## config.mk

```make
export PLATFORM = sky130hd
export DESIGN_NAME = pwr_clkstate_seq
export DESIGN_NICKNAME = d
export VERILOG_FILES = /design/src/rtl/pwr_clkstate_pkg.sv /design/src/rtl/pwr_sat_counter.sv /design/src/rtl/pwr_clkstate_fsm.sv /design/src/rtl/pwr_clkstate_seq.sv
export SDC_FILE = /design/constraint.sdc
export NUM_CORES = 1
export LEC_CHECK = 0
export ABC_CLOCK_PERIOD_IN_PS = 4900
export BUFFER_PORTS_ARGS = -buffer_cell sky130_fd_sc_hd__buf_4
export CAP_MARGIN = 0
export CORE_ASPECT_RATIO = 0.7
export CORE_MARGIN = 5
export CORE_UTILIZATION = 40
export DETAILED_ROUTE_END_ITERATION = 16
export PLACE_DENSITY_LB_ADDON = 0.2
export SYNTH_ARGS = -nofsm -noshare
export SYNTH_HDL_FRONTEND = slang
export SYNTH_HIERARCHICAL = 1
export SYNTH_SLANG_ARGS = --single-unit
export TNS_END_PERCENT = 50
```

## constraint.sdc

```tcl
create_clock -name clk -period 4.9 [get_ports clk]
set_input_delay 0.245 -clock clk [delete_from_list [all_inputs] [get_ports clk]]
set_output_delay 0.245 -clock clk [all_outputs]
set_load 0.05 [all_outputs]
```

## src/rtl/pwr_clkstate_pkg.sv

```systemverilog
package pwr_clkstate_pkg;
  typedef enum logic [2:0] {
    ST_NORMAL   = 3'd0,
    ST_AUTOHALT = 3'd1,
    ST_GRANT    = 3'd2,
    ST_SNOOP    = 3'd3,
    ST_SLEEP    = 3'd4,
    ST_DEEP     = 3'd5,
    ST_DEEPER   = 3'd6
  } pstate_e;

  typedef enum logic [1:0] {
    PH_IDLE = 2'd0,
    PH_ACK  = 2'd1,
    PH_DLY  = 2'd2
  } entry_ph_e;
endpackage

```

## src/rtl/pwr_sat_counter.sv

```systemverilog
module pwr_sat_counter #(
  parameter int MAX_VAL = 20,
  parameter int W       = 5
) (
  input  logic         clk,
  input  logic         rst,
  input  logic         clr,
  input  logic         en,
  output logic [W-1:0] cnt
);
  logic [W-1:0] cnt_q;

  always_ff @(posedge clk) begin
    if (rst || clr)
      cnt_q <= '0;
    else if (en && cnt_q != W'(MAX_VAL))
      cnt_q <= cnt_q + 1'b1;
  end

  assign cnt = cnt_q;
endmodule

```

## src/rtl/pwr_clkstate_fsm.sv

```systemverilog
module pwr_clkstate_fsm
  import pwr_clkstate_pkg::*;
#(
  parameter int ENTRY_DLY = 20,
  parameter int SPACE_MIN = 10,
  parameter int CNT_W     = 5
) (
  input  logic             clk,
  input  logic             rst,
  input  logic             stop_req_n,
  input  logic             sleep_req_n,
  input  logic             deep_req_n,
  input  logic             ack_resp_done,
  input  logic             halt_insn,
  input  logic             snoop_hit,
  input  logic             snoop_done,
  input  logic             bus_init,
  input  logic             core_reset,
  input  logic             brk_any,
  input  logic             vlow_done,
  input  logic             vhigh_done,
  input  logic             pend_clr,
  input  logic [CNT_W-1:0] cnt,
  output logic             cnt_clr,
  output logic             cnt_en,
  output logic [2:0]       state_o,
  output logic             ack_req,
  output logic             init_pulse,
  output logic             binit_pend,
  output logic             vlower_req,
  output logic             vraise_req,
  output logic             spacing_err
);
  pstate_e   st_q, nxt;
  entry_ph_e ph_q, ph_n;
  logic from_halt_q, from_halt_n;
  logic snp_grant_q, snp_grant_n;
  logic spc_act_q, spc_act_n;
  logic init_q, pend_q, err_q, vlow_q, vraise_q;
  logic entry_go, err_set;

  always_comb begin
    nxt         = st_q;
    ph_n        = ph_q;
    from_halt_n = from_halt_q;
    snp_grant_n = snp_grant_q;
    spc_act_n   = spc_act_q;
    cnt_clr     = 1'b0;
    cnt_en      = 1'b0;
    entry_go    = 1'b0;
    err_set     = 1'b0;

    // acknowledge handshake and fixed delay, shared by Normal and AutoHALT
    if (st_q == ST_NORMAL || st_q == ST_AUTOHALT) begin
      if (stop_req_n) begin
        ph_n = PH_IDLE;
      end else begin
        case (ph_q)
          PH_IDLE: ph_n = PH_ACK;
          PH_ACK: if (ack_resp_done) begin
            ph_n    = PH_DLY;
            cnt_clr = 1'b1;
          end
          default: begin
            cnt_en = 1'b1;
            if (cnt == CNT_W'(ENTRY_DLY - 1)) begin
              ph_n     = PH_IDLE;
              entry_go = 1'b1;
            end
          end
        endcase
      end
    end

    case (st_q)
      ST_NORMAL: begin
        if (entry_go) begin
          nxt         = ST_GRANT;
          from_halt_n = 1'b0;
        end else if (halt_insn) begin
          nxt = ST_AUTOHALT;
        end
      end
      ST_AUTOHALT: begin
        if (brk_any) begin
          nxt = ST_NORMAL;
        end else if (entry_go) begin
          nxt         = ST_GRANT;
          from_halt_n = 1'b1;
        end else if (snoop_hit) begin
          nxt         = ST_SNOOP;
          snp_grant_n = 1'b0;
        end
      end
      ST_GRANT: begin
        cnt_en = 1'b1;
        if (stop_req_n) begin
          nxt       = from_halt_q ? ST_AUTOHALT : ST_NORMAL;
          err_set   = spc_act_q && (cnt < CNT_W'(SPACE_MIN - 1));
          spc_act_n = 1'b0;
        end else if (!sleep_req_n) begin
          nxt       = ST_SLEEP;
          spc_act_n = 1'b0;
        end else if (snoop_hit) begin
          nxt         = ST_SNOOP;
          snp_grant_n = 1'b1;
        end
      end
      ST_SNOOP: begin
        if (snoop_done) nxt = snp_grant_q ? ST_GRANT : ST_AUTOHALT;
      end
      ST_SLEEP: begin
        if (sleep_req_n) begin
          nxt       = ST_GRANT;
          spc_act_n = 1'b1;
          cnt_clr   = 1'b1;
        end else if (!deep_req_n) begin
          nxt = ST_DEEP;
        end
      end
      ST_DEEP: begin
        if (deep_req_n)     nxt = ST_SLEEP;
        else if (vlow_done) nxt = ST_DEEPER;
      end
      ST_DEEPER: begin
        if (vhigh_done) nxt = ST_DEEP;
      end
      default: begin
        nxt  = ST_NORMAL;
        ph_n = PH_IDLE;
      end
    endcase
  end

  always_ff @(posedge clk) begin
    if (rst) begin
      st_q        <= ST_NORMAL;
      ph_q        <= PH_IDLE;
      from_halt_q <= 1'b0;
      snp_grant_q <= 1'b0;
      spc_act_q   <= 1'b0;
      init_q      <= 1'b0;
      pend_q      <= 1'b0;
      err_q       <= 1'b0;
      vlow_q      <= 1'b0;
      vraise_q    <= 1'b0;
    end else begin
      st_q        <= nxt;
      ph_q        <= ph_n;
      from_halt_q <= from_halt_n;
      snp_grant_q <= snp_grant_n;
      spc_act_q   <= spc_act_n;
      init_q      <= (st_q == ST_GRANT) && core_reset;
      if (st_q == ST_GRANT && bus_init) pend_q <= 1'b1;
      else if (pend_clr)                pend_q <= 1'b0;
      err_q       <= err_q | err_set;
      if (nxt != ST_DEEP)         vlow_q <= 1'b0;
      else if (st_q == ST_SLEEP)  vlow_q <= 1'b1;
      if (nxt != ST_DEEPER)                         vraise_q <= 1'b0;
      else if (st_q == ST_DEEPER && deep_req_n)     vraise_q <= 1'b1;
    end
  end

  assign state_o     = st_q;
  assign ack_req     = (ph_q == PH_ACK);
  assign init_pulse  = init_q;
  assign binit_pend  = pend_q;
  assign vlower_req  = vlow_q;
  assign vraise_req  = vraise_q;
  assign spacing_err = err_q;


  grant_entry_chk: assert property (@(posedge clk) disable iff (rst)
    (st_q == ST_GRANT && ($past(st_q) == ST_NORMAL || $past(st_q) == ST_AUTOHALT))
      |-> $past(ph_q) == PH_DLY);


  pend_hold_chk: assert property (@(posedge clk) disable iff (rst)
    (binit_pend && !pend_clr) |=> binit_pend);


  reset_keeps_grant_chk: assert property (@(posedge clk) disable iff (rst)
    (st_q == ST_GRANT && core_reset && !stop_req_n && sleep_req_n && !snoop_hit)
      |=> st_q == ST_GRANT);


  snoop_return_chk: assert property (@(posedge clk) disable iff (rst)
    (st_q == ST_SNOOP && snoop_done) |=> (st_q == ST_GRANT || st_q == ST_AUTOHALT));


  err_sticky_chk: assert property (@(posedge clk) disable iff (rst)
    spacing_err |=> spacing_err);


  deeper_entry_chk: assert property (@(posedge clk) disable iff (rst)
    (st_q == ST_DEEPER && $past(st_q) != ST_DEEPER) |-> $past(st_q) == ST_DEEP);
endmodule

```

## src/rtl/pwr_clkstate_seq.sv

```systemverilog
module pwr_clkstate_seq #(
  parameter int ENTRY_DLY = 20,
  parameter int SPACE_MIN = 10,
  parameter int BRK_W     = 7
) (
  input  logic             clk,
  input  logic             rst,
  input  logic             stop_req_n,
  input  logic             sleep_req_n,
  input  logic             deep_req_n,
  input  logic             ack_resp_done,
  input  logic             halt_insn,
  input  logic             snoop_hit,
  input  logic             snoop_done,
  input  logic             bus_init,
  input  logic             core_reset,
  input  logic [BRK_W-1:0] brk_evt,
  input  logic             vlow_done,
  input  logic             vhigh_done,
  input  logic             pend_clr,
  output logic [2:0]       pstate,
  output logic             ack_req,
  output logic             init_pulse,
  output logic             binit_pend,
  output logic             vlower_req,
  output logic             vraise_req,
  output logic             spacing_err
);
  localparam int CNT_MAX = (ENTRY_DLY > SPACE_MIN) ? ENTRY_DLY : SPACE_MIN;
  localparam int CNT_W   = $clog2(CNT_MAX + 1);

  logic [CNT_W-1:0] cnt;
  logic cnt_clr, cnt_en;
  logic brk_any;

  assign brk_any = (|brk_evt) | bus_init | core_reset;

  pwr_sat_counter #(.MAX_VAL(CNT_MAX), .W(CNT_W)) u_ctr (
    .clk (clk),
    .rst (rst),
    .clr (cnt_clr),
    .en  (cnt_en),
    .cnt (cnt)
  );

  pwr_clkstate_fsm #(.ENTRY_DLY(ENTRY_DLY), .SPACE_MIN(SPACE_MIN), .CNT_W(CNT_W)) u_fsm (
    .clk           (clk),
    .rst           (rst),
    .stop_req_n    (stop_req_n),
    .sleep_req_n   (sleep_req_n),
    .deep_req_n    (deep_req_n),
    .ack_resp_done (ack_resp_done),
    .halt_insn     (halt_insn),
    .snoop_hit     (snoop_hit),
    .snoop_done    (snoop_done),
    .bus_init      (bus_init),
    .core_reset    (core_reset),
    .brk_any       (brk_any),
    .vlow_done     (vlow_done),
    .vhigh_done    (vhigh_done),
    .pend_clr      (pend_clr),
    .cnt           (cnt),
    .cnt_clr       (cnt_clr),
    .cnt_en        (cnt_en),
    .state_o       (pstate),
    .ack_req       (ack_req),
    .init_pulse    (init_pulse),
    .binit_pend    (binit_pend),
    .vlower_req    (vlower_req),
    .vraise_req    (vraise_req),
    .spacing_err   (spacing_err)
  );
endmodule

```

==> reports/results.ini <==
[setup_path]
end_kind=flop
critPathLaunch=u_fsm/state_o[1]
cp_cell_sequence=or4b_4 > or3_4 > a32o_1 > a2111oi_4
cp_top_family=simple AND/OR/NAND/NOR gates
startpoint_type=flop
required_ns=5.05
reg2reg_from=u_fsm/state_o[1]
slowest_stage=or4b_4
slowest_delay_ns=0.61
cp_num_buf_inv=0
worst-setup-path-type=flop to flop
cp_max_fo=20
arrival_ns=2.39

[timing]
finalWorstSetupSlack_ns=2.67
fmax_mhz=448
finClkSkew_ns=0.00295
slew_headroom=0.492
finalHoldViolCount=0
setup_viol=0
finalCriticalPeriod_ns=2.23
hold_slack_ns=0.233
tightest_slew_ns=0.754
drv_slew=0
tns_ns=0
rsz0062_at_grt=no
period_share=0.456

[pwr]
powerDensity_nw_per_um2=224
vdd_ir_drop_max_v=0.000172
power_switching_mw=0.0895
share_seq_of_total_power=0.494
power_mw=0.321
clockPowerShare=0.324
p_comb_frac=0.182
leakagePower_nw=0.591
internal_power_mw=0.231
sw_frac_of_total=0.279

[place]
dp_hpwl_um=2370
finalWeightedCongestion=0.824
post-place-ws_ns=2.68
io_buffers=29
dp_cells=196

[clock_network]
cts_hold_buffers=0
clk_path_buf_depth=2
cts_root_buf=clkbuf_8
cts_tree=yes
post_cts_resized=0
cts.sinks=18
cts_buffers=3
cts_htree_levels=1
post_cts_buffers=0
worst_skew_pair.late_latency_ns=0.25
clk_pin_slew_ns=0.07

[layout]
nets=188
n_antenna_cell=0
area_growth_pct=23.9
nFillCells=281
layout_common_cells=buf_4, dfxtp_1, nor2_1
instances_no_fill=199
mostFrequentLayoutCell=buf_4
drive_gt1_frac=0.258

[grt]
grt_pass1_wl_um=5020
grt_max_degree=21
track_usage=0.163
grt_antenna_before_repair=0
first_global_vias=1053
grt_overflow=0

[min_path]
hold_path.class=input pin to flop
hold_start=rst

[synth]
syn_inst=136
synthDistinctLibCells=48
synth_nets=159
synth_edf_count=0
synthesis.area_um2=1150
synth-main-ff-cell=dfxtp_1
ys_async_sr_fraction=0
avgSynthCellArea_um2=8.49
synth_seq_cells=18
synth_warnings=6
seq_area_frac_synth=0.312

[drt]
ant_nets=0
wirelength_um=3070
wl_met3_um=287
avgViaCountPerCell=5.94
drc_errors=0
wl_met2_um=1340
highest_layer=met4
vias=1183
wl_met1_um=1420
avgRoutedWirePerCell_um=15.4
dr.first_iter.drc_count=78
first_pass_iters=4

[floorplan]
ioPinCount=30
die_y_um=55.0
core_area_um2=2780
die_w_um=74.2
die_area_um2=4080
num_rows=16
start_util=0.415

[status]
status=finished, final reports clean

[run]
drv_cap=0

[cells by family (layout without fill, tap and decap cells)]
kind of cell    count (synthesis)  after routing  synth area share
simple gates                   62             62             0.338
mux                             2              2            0.0173
xor+xnor                        2              2            0.0152
buf+inv                        13             40            0.0498
flops                          18             18             0.312
compound gates                 37             37             0.246
fa+ha+maj                       2              2            0.0217
[final timing paths]
path                       end  slack (ns)  cells past startpoint
min          u_fsm/snp_grant_q        0.23                      2
max reg2reg   u_fsm/vraise_req        2.67                      4
min reg2reg   u_fsm/binit_pend        0.50                      2
max           u_fsm/vraise_req        2.67                      4
[worst register-to-register path, delay by kind of cell (launching register included)]
kind | cells | cell delay, ns
and+or+nand+nor | 2 | 1.03
AOI/OAI and AO/OA | 2 | 0.62
DFF | 1 | 0.49
[final cells by class]
type                       instances  area [um^2]  area share
clock buffer                       3         41.3      0.0288
timing repair buffer              29          218       0.152
tap                               36         45.0      0.0315
multi-input combinational        105          737       0.515
sequential                        18          360       0.252
inverter                           8         30.0      0.0210
[per-stage QoR]
stage                     cell area (um^2)  utilization
after floorplan                       1150            -
after global placement                1390        0.500
after detailed placement              1390        0.500
after CTS                             1430        0.514
after global routing                  1430        0.514
final                                 1430        0.514
[sequential cells by signal, summed over array words and instances (netlist names)]
register           count
u_fsm/snp_grant_q      1
u_fsm/from_halt_q      1
u_fsm/binit_pend       1
u_fsm/vlower_req       1
u_fsm/spc_act_q        1
u_fsm/vraise_req       1
u_fsm/ph_q             2
u_fsm/spacing_err      1
u_fsm/state_o          3
u_fsm/init_pulse       1
u_ctr/cnt              5
[synth_stat cells (all sizes together) (3+ instances only)]
cell type | instances | area share
a21oi | 8 | 0.035
and3b | 3 | 0.023
clkbuf | 3 | 0.0098
dfxtp | 18 | 0.31
inv | 8 | 0.026
nand2 | 5 | 0.016
nand2b | 5 | 0.027
nand3 | 6 | 0.026
nand4b | 4 | 0.030
nor2 | 11 | 0.036
nor2b | 7 | 0.038
nor3 | 4 | 0.022
o21ai | 7 | 0.030
[power by group through the flow]
stage               logic, mW  registers [mW]  clock network (mW)
detailed placement     0.0577           0.162                   0
global route           0.0632           0.159               0.113
CTS                    0.0580           0.158               0.107
floorplan              0.0323           0.162                   0
global placement       0.0564           0.161                   0
finish                 0.0584           0.158               0.104
[metal layers]
| metal | up-vias | global-route usage |
|---|---|---|
| li1 | 573 | - |
| met1 | 554 | 0.218 |
| met2 | 52 | 0.254 |
| met3 | 4 | 0.0487 |
| met4 | 0 | 0.0533 |
| met5 | - | 0 |
(Power assumes the default switching activity.)
